`src/rtl/uvacc_pkg.sv`:
```
package uvacc_pkg;
  // Per-cycle control decoded at the block edge
  typedef struct packed {
    logic accept;  // strobe taken this cycle
    logic wipe;    // clear request, wins over accept
  } uvacc_ctl_t;
endpackage

```
`src/rtl/uvacc_rst_sync.sv`:
```
module uvacc_rst_sync #(
  parameter int STAGES = 2
) (
  input  logic clk,
  input  logic rst_n,
  output logic rst_sync_n
);
  logic [STAGES-1:0] sync_q;

  always_ff @(posedge clk or negedge rst_n) begin
    if (!rst_n) sync_q <= '0;
    else        sync_q <= {sync_q[STAGES-2:0], 1'b1};
  end

  assign rst_sync_n = sync_q[STAGES-1];
endmodule

```
`src/rtl/uvacc_event_sum.sv`:
```
module uvacc_event_sum #(
  parameter int NCH   = 2,
  parameter int SUM_W = $clog2(NCH + 1)
) (
  input  logic [NCH-1:0]   flags,
  output logic [SUM_W-1:0] total
);
  logic [SUM_W-1:0] partial [NCH+1];

  assign partial[0] = '0;
  for (genvar g = 0; g < NCH; g++) begin : g_add
    assign partial[g+1] = partial[g] + {{(SUM_W-1){1'b0}}, flags[g]};
  end

  assign total = partial[NCH];
endmodule

```
`src/rtl/uvacc_sat_counter.sv`:
```
module uvacc_sat_counter #(
  parameter int CNT_W = 4,
  parameter int INC_W = 2
) (
  input  logic             clk,
  input  logic             rst_n,
  input  logic             wipe,
  input  logic             step_en,
  input  logic [INC_W-1:0] inc,
  output logic [CNT_W-1:0] count,
  output logic             ovf
);
  localparam int EXT_W = CNT_W + INC_W;
  localparam logic [EXT_W-1:0] TOP = EXT_W'((1 << CNT_W) - 1);

  logic [CNT_W-1:0] cnt_q, cnt_d;
  logic [EXT_W-1:0] sum_ext;

  always_comb begin
    sum_ext = {{INC_W{1'b0}}, cnt_q} + {{CNT_W{1'b0}}, inc};
    ovf     = 1'b0;
    cnt_d   = cnt_q;
    if (wipe) begin
      cnt_d = '0;
    end else if (step_en) begin
      if (sum_ext > TOP) begin
        ovf   = 1'b1;
        cnt_d = TOP[CNT_W-1:0];
      end else begin
        cnt_d = sum_ext[CNT_W-1:0];
      end
    end
  end

  always_ff @(posedge clk or negedge rst_n) begin
    if (!rst_n) cnt_q <= '0;
    else        cnt_q <= cnt_d;
  end

  assign count = cnt_q;
endmodule

```
`src/rtl/uv_fault_accum.sv`:
```
module uv_fault_accum #(
  parameter int NCH   = 2,
  parameter int CNT_W = 4
) (
  input  logic             clk,
  input  logic             rst_n,
  input  logic             enable,
  input  logic             clear,
  input  logic             cyc_strobe,
  input  logic [NCH-1:0]   uv_flag,
  output logic             shutdown_req,
  output logic [CNT_W-1:0] fault_count,
  output logic [NCH-1:0]   chan_fault
);
  import uvacc_pkg::*;

  localparam int SUM_W = $clog2(NCH + 1);

  logic             rst_q_n;
  uvacc_ctl_t       ctl;
  logic [SUM_W-1:0] ev_total;
  logic             ovf_hit;
  logic             sd_q, sd_d;
  logic [NCH-1:0]   flag_q, flag_d;

  uvacc_rst_sync #(.STAGES(2)) u_rst (
    .clk        (clk),
    .rst_n      (rst_n),
    .rst_sync_n (rst_q_n)
  );

  always_comb begin
    ctl.wipe   = clear;
    ctl.accept = cyc_strobe && enable && !clear;
  end

  uvacc_event_sum #(.NCH(NCH), .SUM_W(SUM_W)) u_sum (
    .flags (uv_flag),
    .total (ev_total)
  );

  uvacc_sat_counter #(.CNT_W(CNT_W), .INC_W(SUM_W)) u_cnt (
    .clk     (clk),
    .rst_n   (rst_q_n),
    .wipe    (ctl.wipe),
    .step_en (ctl.accept && !sd_q),
    .inc     (ev_total),
    .count   (fault_count),
    .ovf     (ovf_hit)
  );

  always_comb begin
    sd_d   = sd_q;
    flag_d = flag_q;
    if (ctl.wipe) begin
      sd_d   = 1'b0;
      flag_d = '0;
    end else if (ctl.accept) begin
      flag_d = uv_flag;
      if (ovf_hit) sd_d = 1'b1;
    end
  end

  always_ff @(posedge clk or negedge rst_q_n) begin
    if (!rst_q_n) begin
      sd_q   <= 1'b0;
      flag_q <= '0;
    end else begin
      sd_q   <= sd_d;
      flag_q <= flag_d;
    end
  end

  assign shutdown_req = sd_q;
  assign chan_fault   = flag_q;
endmodule

```
`config.mk`:
```
export PLATFORM = sky130hd
export DESIGN_NAME = uv_fault_accum
export DESIGN_NICKNAME = d
export VERILOG_FILES = /design/src/rtl/uvacc_pkg.sv /design/src/rtl/uvacc_rst_sync.sv /design/src/rtl/uvacc_event_sum.sv /design/src/rtl/uvacc_sat_counter.sv /design/src/rtl/uv_fault_accum.sv
export SDC_FILE = /design/constraint.sdc
export NUM_CORES = 1
export LEC_CHECK = 0
export CORE_MARGIN = 2
export CORE_UTILIZATION = 30
export DETAILED_ROUTE_END_ITERATION = 12
export PLACE_DENSITY = 0.59
export SETUP_SLACK_MARGIN = 0.05
export SLEW_MARGIN = 20
export SYNTH_ARGS = -nofsm -noshare
export SYNTH_HDL_FRONTEND = slang
export SYNTH_SLANG_ARGS = --single-unit
```
`constraint.sdc`:
```
create_clock -name clk -period 0.8 [get_ports clk]
set_input_delay 0.16 -clock clk [delete_from_list [all_inputs] [get_ports clk]]
set_output_delay 0.16 -clock clk [all_outputs]
set_load 0.01 [all_outputs]
```
==> results_dict.tcl <==
set metrics [dict create \
    boundaryPins 14 \
    fin_crit_sh 1.85 \
    cp-startpoint "u_cnt.count[0]" \
    die_h_um 40.6 \
    dp_slack_ps -1010 \
    drive_above_1_share 0.470 \
    core_sq_um 1270 \
    worstReg2RegStart "u_cnt.count[0]" \
    ys_seq_area_frac 0.561 \
    skew_ps 7.39 \
    final_common_cell "buf_4" \
    drt_wl_total_mm 1.21 \
    rows 13 \
    rr_worst_depth 5 \
    gp_congestion 0.781 \
    antenna_found_initial 0 \
    wl_per_cell_um 15.0 \
    antenna_cells 0 \
    setup_slack_ps -676 \
    hold_path_class "in2async" \
    grt_pass1_wl_mm 1.85 \
    grt_overflow 0 \
    drcViolationCount 0 \
    fmax_ghz 0.677 \
    synth.area.top_cells "dfrtp_1, fa_1, a21oi_1" \
    n_fill_cell 123 \
    clock_latency_ps 270 \
    grt_max_degree 8 \
    synthCells 36 \
    first_pass_iters 4 \
    violations "negative setup slack" \
    finalMaxSlewViolations 0 \
    period_needed_ps 1480 \
    r2r_slack_ps -680 \
    cap_violations 0 \
    yosys.area.top_type "dfrtp_1" \
    path_max_fanout 4 \
    cts_buffer_depth 2 \
    track_usage 0.183 \
    clkSinkCount 9 \
    crit_end "u_cnt.count[0]" \
    cts_tree "yes" \
    cts-buffers-inserted 3 \
    endpoint_kind "flop" \
    r2r_end "u_cnt.count[0]" \
    clk_pin_slew_ps 70 \
    cts.root.buffer_cell "clkbuf_4" \
    final_util 0.547 \
    via_per_inst 4.99 \
    setup_tns_ps -4320 \
    ctsHoldBuffers 0 \
    fp.dieW_um 40.6 \
    setup_viol 12 \
    fp.dieArea_sq_um 1650 \
    place_hpwl_um 792 \
    finalPower_mw 1.06 \
    start_kind "flop" \
    io_buffer_count 13 \
    ir_drop_mv 0.786 \
    cellLeakagePower_nw 0.330 \
    fin_nets 76 \
    area_growth_pct 72.9 \
    layout_common_cells "buf_4, dfrtp_1, buf_2" \
    netlist_area_sq_um 402 \
    drtAntennaViolNets 0 \
    ys_types 18 \
    finalHoldViolations 0 \
    initial_core_util 0.317 \
    power_density_nw_per_um2 1520 \
    drtIter0Drc 6 \
    rsz0062_at_grt "true" \
    vias 404 \
    synthDominantCellAreaShare 0.561 \
    synth_warnings 0 \
    worstSetupPathType "reg2reg" \
    status "complete, but fails checks" \
    arrival_ps 1610 \
    grt_pass1_vias 407 \
    syn_nets 45 \
    synth-seq-cells 9 \
    required_ps 940 \
    postSynthAreaPerCell_sq_um 11.2 \
    htreeDepth 1 \
]
## report_power, final
group          switching (mW)  internal, mW
Sequential             0.0181         0.472
Clock                   0.178         0.193
Combinational          0.0856         0.110
## cells by family (layout without fill, tap and decap cells)
family | after synthesis | in the layout | share of synthesized area
AND/OR/NAND/NOR | 17 | 17 | 0.243
buffers and inverters | 1 | 31 | 0.00934
AO/OA/AOI/OAI | 6 | 6 | 0.0966
other | 1 | 1 | 0.00934
flip-flops | 9 | 9 | 0.561
adder cells (fa/ha/maj) | 2 | 2 | 0.0810
## cell type report
cell class / count / area [sq um] / area share
flip-flops and latches: 9 / 225 / 0.324
repair buffers: 26 / 200 / 0.288
multi-input cells: 26 / 220 / 0.317
inverters: 1 / 3.75 / 0.00541
clock buffers: 4 / 26.3 / 0.0378
well taps: 15 / 18.8 / 0.0270
## cell usage after synthesis
master,instances
and4_1,1
nor3_1,3
ha_1,1
nor4_1,2
conb_1,1
and3b_4,1
fa_1,1
inv_1,1
nand2_1,3
nor2_1,3
a21oi_1,3
and3_1,1
nand3_1,2
dfrtp_1,9
a41oi_1,1
a31oi_1,1
a311oi_1,1
and4b_1,1
## through the flow
| step | instance area (sq um) | instances | hold slack (ps) |
|---|---|---|---|
| 5_1_grt | 694 | 81 | 56.2 |
| 4_1_cts | 683 | 81 | 38.2 |
| 2_1_floorplan | 422 | 36 | -136 |
| 3_3_place_gp | 631 | 72 | 118 |
| 3_5_place_dp | 631 | 72 | 124 |
| 6_report | 694 | 81 | 45.5 |
## worst min-delay path by stage
stage | startpoint | to | slack, ps | cells after the start
floorplan | rst_n | u_rst.sync_q[0] | -140 | 0
global placement | u_rst.sync_q[1] | u_cnt.count[1] | 120 | 0
detailed placement | u_rst.sync_q[1] | u_cnt.count[1] | 120 | 0
CTS | rst_n | u_rst.sync_q[1] | 40 | 1
global route | rst_n | u_rst.sync_q[1] | 60 | 1
finish | rst_n | u_rst.sync_q[0] | 50 | 1
## repair_timing
item,CTS,global route
pin swaps,3,1
setup buffers,5,2
setup endpoints to repair,14,13
gates resized for setup,38,2
## state kept, by name, indices dropped and copies added, names as in the netlist
| name | flops |
|---|---|
| u_cnt.count | 4 |
| chan_fault | 2 |
| u_rst.sync_q | 2 |
| shutdown_req | 1 |
## worst max-delay path, stage by stage, from the launching register on
cell and delay [ps]:
dfrtp_1 390, fa_2 380, ha_4 180, and3_4 170, nor4_4 150, nor3_1 80
## metal layers
metal  GRT usage  wire, um
met1       0.202       479
met2       0.298       691
met3      0.0556        40
met4       0.125         0
met5           0         0
Note: power is estimated with default switching activity, not from simulation.
